==> config.mk <==
export PLATFORM = sky130hd
export DESIGN_NAME = trap_sequencer
export DESIGN_NICKNAME = d
export VERILOG_FILES = /design/src/rtl/trap_pkg.sv /design/src/rtl/trap_arbiter.sv /design/src/rtl/trap_vector_map.sv /design/src/rtl/trap_status_unit.sv /design/src/rtl/trap_sequencer.sv
export SDC_FILE = /design/constraint.sdc
export NUM_CORES = 1
export LEC_CHECK = 0
export BUFFER_PORTS_ARGS = -buffer_cell sky130_fd_sc_hd__buf_2
export CORE_UTILIZATION = 46
export DETAILED_ROUTE_END_ITERATION = 10
export PLACE_DENSITY = 0.83
export SYNTH_ARGS = -nofsm -noshare
export SYNTH_HDL_FRONTEND = slang
export SYNTH_SLANG_ARGS = --single-unit
==> constraint.sdc <==
create_clock -name clk -period 1.83 [get_ports clk]
set_input_delay 0.2745 -clock clk [delete_from_list [all_inputs] [get_ports clk]]
set_output_delay 0.2745 -clock clk [all_outputs]
set_load 0.005 [all_outputs]
==> src/rtl/trap_pkg.sv <==
package trap_pkg;
   localparam int STAT_W    = 32;
   localparam int MODE_W    = 5;
   localparam int BIT_STATE = 5;
   localparam int BIT_FMASK = 6;
   localparam int BIT_NMASK = 7;
   localparam int NUM_KINDS = 7;
   localparam int KIND_W    = $clog2(NUM_KINDS);

   // index order is the priority order, highest first
   typedef enum logic [KIND_W-1:0] {
      K_RESET  = 3'd0,
      K_DABT   = 3'd1,
      K_FAST   = 3'd2,
      K_NORM   = 3'd3,
      K_PABT   = 3'd4,
      K_UNDEF  = 3'd5,
      K_SVCALL = 3'd6
   } kind_e;

   localparam logic [MODE_W-1:0] M_USER  = 5'h10;
   localparam logic [MODE_W-1:0] M_FAST  = 5'h11;
   localparam logic [MODE_W-1:0] M_NORM  = 5'h12;
   localparam logic [MODE_W-1:0] M_SUPV  = 5'h13;
   localparam logic [MODE_W-1:0] M_ABORT = 5'h17;
   localparam logic [MODE_W-1:0] M_UNDEF = 5'h1B;

   localparam logic [STAT_W-1:0] RESET_WORD = 32'h0000_00D3;

   function automatic logic [MODE_W-1:0] kind_mode(kind_e k);
      case (k)
         K_RESET:  return M_SUPV;
         K_DABT:   return M_ABORT;
         K_FAST:   return M_FAST;
         K_NORM:   return M_NORM;
         K_PABT:   return M_ABORT;
         K_UNDEF:  return M_UNDEF;
         K_SVCALL: return M_SUPV;
         default:  return M_SUPV;
      endcase
   endfunction

   function automatic logic [7:0] kind_offset(kind_e k);
      case (k)
         K_RESET:  return 8'h00;
         K_UNDEF:  return 8'h04;
         K_SVCALL: return 8'h08;
         K_PABT:   return 8'h0C;
         K_DABT:   return 8'h10;
         K_NORM:   return 8'h18;
         K_FAST:   return 8'h1C;
         default:  return 8'h00;
      endcase
   endfunction
endpackage

==> src/rtl/trap_arbiter.sv <==
module trap_arbiter #(
   parameter int N = 7
) (
   input  logic [N-1:0]         req,
   output logic                 any,
   output logic [$clog2(N)-1:0] idx
);
   localparam int IW = $clog2(N);

   if (N < 2) begin : g_bad_n
      $error("trap_arbiter: N must be at least 2");
   end

   logic [N-1:0] higher;
   logic [N-1:0] grant;

   // bit 0 has top priority; each bit is blocked by any lower index
   for (genvar g = 0; g < N; g++) begin : g_chain
      if (g == 0) begin : g_top
         assign higher[g] = 1'b0;
      end else begin : g_rest
         assign higher[g] = |req[g-1:0];
      end
      assign grant[g] = req[g] & ~higher[g];
   end

   assign any = |req;

   always_comb begin
      idx = '0;
      for (int i = 0; i < N; i++) begin
         if (grant[i]) idx = IW'(i);
      end
   end
endmodule

==> src/rtl/trap_vector_map.sv <==
module trap_vector_map
   import trap_pkg::*;
#(
   parameter int ADDR_W   = 32,
   parameter bit HIGH_VEC = 1'b0
) (
   input  kind_e               kind,
   output logic [ADDR_W-1:0]   vec,
   output logic [MODE_W-1:0]   mode
);
   logic [ADDR_W-1:0] base;

   if (HIGH_VEC) begin : g_high
      if (ADDR_W < 17) begin : g_bad_w
         $error("trap_vector_map: high vectors need ADDR_W above 16");
      end
      assign base = {{(ADDR_W-16){1'b1}}, 16'h0000};
   end else begin : g_low
      assign base = '0;
   end

   assign vec  = base | ADDR_W'(kind_offset(kind));
   assign mode = kind_mode(kind);
endmodule

==> src/rtl/trap_status_unit.sv <==
module trap_status_unit
   import trap_pkg::*;
(
   input  logic              clk,
   input  logic              rst_n,
   input  logic              do_reset,
   input  logic              do_ret,
   input  logic              do_enter,
   input  kind_e             kind,
   input  logic [MODE_W-1:0] new_mode,
   input  logic [STAT_W-1:0] restore,
   output logic [STAT_W-1:0] stat_q
);
   logic [STAT_W-1:0] stat_d;

   always_comb begin
      stat_d = stat_q;
      if (do_reset) begin
         stat_d = RESET_WORD;
      end else if (do_ret) begin
         stat_d = restore;
      end else if (do_enter) begin
         stat_d[BIT_STATE]    = 1'b0;
         stat_d[BIT_NMASK]    = 1'b1;
         if (kind == K_FAST) stat_d[BIT_FMASK] = 1'b1;
         stat_d[MODE_W-1:0]   = new_mode;
      end
   end

   always_ff @(posedge clk or negedge rst_n) begin
      if (!rst_n) stat_q <= RESET_WORD;
      else        stat_q <= stat_d;
   end
endmodule

==> src/rtl/trap_sequencer.sv <==
module trap_sequencer
   import trap_pkg::*;
#(
   parameter int ADDR_W   = 32,
   parameter bit HIGH_VEC = 1'b0
) (
   input  logic              clk,
   input  logic              rst_n,
   input  logic              req_reset,
   input  logic              req_undef,
   input  logic              req_svcall,
   input  logic              req_pabort,
   input  logic              req_dabort,
   input  logic              irq_lvl,
   input  logic              fiq_lvl,
   input  logic              insn_done,
   input  logic [ADDR_W-1:0] next_pc,
   input  logic              ret_cmd,
   input  logic [ADDR_W-1:0] ret_addr,
   input  logic [31:0]       sav_rd,
   output logic              pc_load,
   output logic [ADDR_W-1:0] pc_value,
   output logic              lr_we,
   output logic [4:0]        lr_mode,
   output logic [ADDR_W-1:0] lr_value,
   output logic              sav_we,
   output logic [4:0]        sav_mode,
   output logic [31:0]       sav_value,
   output logic [31:0]       stat_word
);
   if (ADDR_W < 8 || ADDR_W > 64) begin : g_bad_addr
      $error("trap_sequencer: ADDR_W must lie in 8..64");
   end

   logic [NUM_KINDS-1:0] req_vec;
   logic                 win_any;
   logic [KIND_W-1:0]    win_idx;
   kind_e                win_kind;
   logic [ADDR_W-1:0]    win_vec;
   logic [MODE_W-1:0]    win_mode;
   logic [STAT_W-1:0]    stat_q;
   logic                 take_reset, take_ret, take_enter;

   // qualify sources: reset is immediate, the rest wait for a boundary
   always_comb begin
      req_vec           = '0;
      req_vec[K_RESET]  = req_reset;
      req_vec[K_DABT]   = insn_done & req_dabort;
      req_vec[K_FAST]   = insn_done & fiq_lvl & ~stat_q[BIT_FMASK];
      req_vec[K_NORM]   = insn_done & irq_lvl & ~stat_q[BIT_NMASK];
      req_vec[K_PABT]   = insn_done & req_pabort;
      req_vec[K_UNDEF]  = insn_done & req_undef;
      req_vec[K_SVCALL] = insn_done & req_svcall;
   end

   trap_arbiter #(.N(NUM_KINDS)) u_arb (
      .req (req_vec),
      .any (win_any),
      .idx (win_idx)
   );

   assign win_kind = kind_e'(win_idx);

   trap_vector_map #(.ADDR_W(ADDR_W), .HIGH_VEC(HIGH_VEC)) u_map (
      .kind (win_kind),
      .vec  (win_vec),
      .mode (win_mode)
   );

   assign take_reset = req_reset;
   assign take_ret   = ret_cmd & ~req_reset;
   assign take_enter = win_any & ~req_reset & ~ret_cmd;

   trap_status_unit u_stat (
      .clk      (clk),
      .rst_n    (rst_n),
      .do_reset (take_reset),
      .do_ret   (take_ret),
      .do_enter (take_enter),
      .kind     (win_kind),
      .new_mode (win_mode),
      .restore  (sav_rd),
      .stat_q   (stat_q)
   );

   always_ff @(posedge clk or negedge rst_n) begin
      if (!rst_n) begin
         pc_load   <= 1'b0;
         pc_value  <= '0;
         lr_we     <= 1'b0;
         lr_mode   <= '0;
         lr_value  <= '0;
         sav_we    <= 1'b0;
         sav_mode  <= '0;
         sav_value <= '0;
      end else begin
         pc_load  <= take_reset | take_ret | take_enter;
         pc_value <= take_ret ? ret_addr : win_vec;
         lr_we    <= take_enter;
         sav_we   <= take_enter;
         if (take_enter) begin
            lr_mode   <= win_mode;
            lr_value  <= next_pc;
            sav_mode  <= win_mode;
            sav_value <= stat_q;
         end
      end
   end

   assign stat_word = stat_q;
endmodule

==> out/summary.json <==
{
  "route.detailed.vias_per_inst": 4.977,
  "final-max-slew-violation-count": 0,
  "antennaDiodeCount": 0,
  "critPathSlowestCell": "dfstp_2",
  "worstPathCellList": "nand2b_1, nand3_4, nand2_4, buf_12, mux2_2",
  "die_y_um": 108.0,
  "final_hold_violation_count": 0,
  "synth.top_cell.area_share_pct": 62.95,
  "syn_avg_cell_area_um2": 14.52,
  "cp_data_arrival_time_ns": 2.16,
  "final_min_period_over_clock_period_pct": 96.83,
  "fmax_ghz": 0.5643,
  "hold_depth": 2,
  "drtPass1Iterations": 4,
  "gr-usage-all-layers_pct": 26.59,
  "critPathMaxStageDelay_ns": 0.56,
  "rsz0062_at_grt": "false",
  "die_w_um": 108.0,
  "syn_inst": 356,
  "h-tree-depth": 4,
  "worst_setup_path_start_kind": "flip-flop",
  "synth_edf_count": 0,
  "setup_viol": 0,
  "io-pin-count": 248,
  "worstSetupStartpoint": "u_stat.stat_q[7]$_DFFE_PN1P_",
  "synth_commonest_cells": "130 x dfrtp_1, 64 x mux2_2, 29 x and2_1, 26 x nor2_1, 24 x mux2i_1",
  "top_layer_used": "met4",
  "timing.clock.skew_ns": 0.01479,
  "postSynth.asyncResetShare_pct": 100.0,
  "netlist.top_cell.by_area": "dfrtp_1",
  "tritoncts": "yes",
  "synth.distinct_cells": 41,
  "worstHoldStart": "next_pc[27]",
  "final-seq-area_mm2": 0.003385,
  "drt_iter0_markers": 187,
  "top_ff_cell_synth": "dfrtp_1",
  "synth_nets": 463,
  "detail_route.drc_violations": 0,
  "antenna_found_initial": 0,
  "netlist_area_mm2": 0.005167,
  "reg2regPathDepth": 5,
  "globalRouteOverflowTotal": 0,
  "path_max_fanout": 34,
  "cellPowerDensity_mw_per_mm2": 1066,
  "multi_input_area_mm2": 0.001607,
  "reg_clk_slew_reported_paths_ns": 0.06,
  "fp.dieArea_mm2": 0.01166,
  "ys_seq_elements": 135,
  "met2_wirelength_um": 7894,
  "sequential_to_total_area_share_from_yosys_stat_pct": 65.50,
  "detailroute.wirelength.met3_um": 785,
  "num_vias": 4201,
  "numCtsBuffers": 17,
  "core_region_area_mm2": 0.01089,
  "endpoint_kind": "flip-flop",
  "max-slew-margin-rel_pct": 74.08,
  "worst-r2r-setup-slack_ns": 0.06,
  "detailedPlace.worstSlack_ns": 0.06616,
  "final.fill_count": 692,
  "post_route_wl_um": 14810,
  "first_global_vias": 4524,
  "placer_s_final_routability_congestion_estimate": 0.8374,
  "cts.sinks": 135,
  "cts-root-buf": "clkbuf_8",
  "dp_hpwl_um": 8991,
  "synthMostInstantiatedCell": "dfrtp_1",
  "wire_length_of_the_first_global_routing_pass_um": 22870,
  "floorplan.rows": 38,
  "worstSetupPathType": "flip-flop to flip-flop",
  "yosys_warnings": 0,
  "area.growth.synth_to_final_pct": 55.57,
  "timing.hold.worst_endpoint": "lr_value[27]$_DFFE_PN0P_",
  "m1WireLength_um": 5528,
  "start_util_pct": 47.46,
  "p_leak_uw": 0.004218,
  "io_buffer_count": 247,
  "fin_setup_tns_ns": 0,
  "worstPathRequired_ns": 2.22,
  "worstMarginPinSlew_ns": 0.3888,
  "holdCritPathClass": "input port to flip-flop",
  "timing.final.crit_period_ns": 1.772,
  "nNetsFinal": 798,
  "max-vdd-ir-drop_v": 0.0005347,
  "result_of_the_run": "completed",
  "timing.rr.start": "u_stat.stat_q[7]$_DFFE_PN1P_",
  "cap_violations": 0,
  "fin_hold_ws_ns": 0.02286,
  "drt.antenna.violating_nets": 0,
  "clock_path_buffers": 2,
  "grt_max_degree": 49,
  "final_layout_size_suffix_gt1_share_pct": 52.70,
  "synth.area.top_cells": "dfrtp_1 63%, mux2_2 14%, mux2i_1 4.6%",
  "insertion_delay_ns": 0.51,
  "critical_path.reg2reg.endpoint": "lr_value[10]$_DFFE_PN0P_",
  "routed_wire_length_per_instance_um": 17.55,
  "finalWorstSetupSlack_ns": 0.05795
}
-- final cells by class --
type | count | share of cell area [%]
Sequential cell | 135 | 42.10
Inverter | 5 | 0.2335
Clock inverter | 11 | 2.708
Tap cell | 140 | 2.179
Clock buffer | 21 | 5.712
Multi-Input combinational cell | 193 | 19.98
Timing Repair Buffer | 339 | 27.08
-- registers in the layout, indices dropped and copies added (netlist names) --
name           cells
sav_we             1
pc_value          32
u_stat.stat_q     32
pc_load            1
sav_value         32
lr_value          32
sav_mode           5
-- routing by layer --
layer  up-vias  global-route usage [%]
li1       1869                       -
met1      2090                   29.38
met2       190                   46.82
met3        52                   5.606
met4         0                   16.24
met5         -                       0
-- per-stage QoR --
stage          cell area (um2)  total power (uW)  util (%)  cells
2_1_floorplan             5167              3969         -    356
3_3_place_gp              6568              4530     60.32    733
3_5_place_dp              6568              4593     60.32    733
4_1_cts                   8035              8598     73.80    844
5_1_grt                   8039              8897     73.83    844
6_report                  8039              8570     73.83    844
-- where the power goes --
group	switching (uW)	total, uW	internal [uW]
clock	1260	3870	2600
sequential	176	3490	3320
combinational	511	1210	699
-- cells by family (layout without fill, tap and decap cells) --
| kind of cell | after synthesis | after routing | synth area share (%) |
|---|---|---|---|
| flip-flops | 135 | 135 | 65.50 |
| multiplexers | 88 | 88 | 18.60 |
| AND/OR/NAND/NOR | 82 | 82 | 8.959 |
| buffers and inverters | 28 | 376 | 3.486 |
| AO/OA/AOI/OAI | 23 | 23 | 3.463 |
-- cell usage in the layout (no fill, tap or decap), drive strengths merged, types with 2 or more instances in the layout --
cell type / netlist / final
buf: 17 / 260
dfrtp: 130 / 130
dlygate4sd3: 0 / 79
mux2: 64 / 64
and2: 29 / 29
nor2: 27 / 27
mux2i: 24 / 24
clkbuf: 6 / 21
nand2: 7 / 7
bufinv: 0 / 6
inv: 5 / 6
dfstp: 5 / 5
nor2b: 4 / 4
nand2b: 4 / 4
a21oi: 4 / 4
nand3: 4 / 4
o21ai: 3 / 3
a31oi: 3 / 3
o22a: 2 / 2
o221ai: 2 / 2
clkinvlp: 0 / 2
a211oi: 2 / 2
clkinv: 0 / 2
-- worst max-delay path: cells and delay by family, from the launching register on --
family	cells	cell delay (ns)
muxes	1	0.37
DFF	1	0.56
and+or+nand+nor	3	0.48
buffers and inverters	1	0.21
-- timing repair --
item                       in CTS  in global routing
resized for setup               0                  1
setup endpoints to repair       0                 57
hold buffers                   79                  0
setup buffers                   0                  0
hold endpoints to repair      103                  0
-- worst max path at each step --
stage / end / slack (ns) / cells after the start
after detailed placement: lr_value[7]$_DFFE_PN0P_ / 0.07 / 6
after global routing: lr_value[10]$_DFFE_PN0P_ / 0.01 / 5
after floorplan: lr_value[1]$_DFFE_PN0P_ / 0.23 / 5
final: lr_value[10]$_DFFE_PN0P_ / 0.06 / 5
after CTS: lr_value[7]$_DFFE_PN0P_ / 0.06 / 5
after global placement: sav_value[19]$_DFFE_PN0P_ / 0.12 / 6
(Power assumes the default switching activity.)
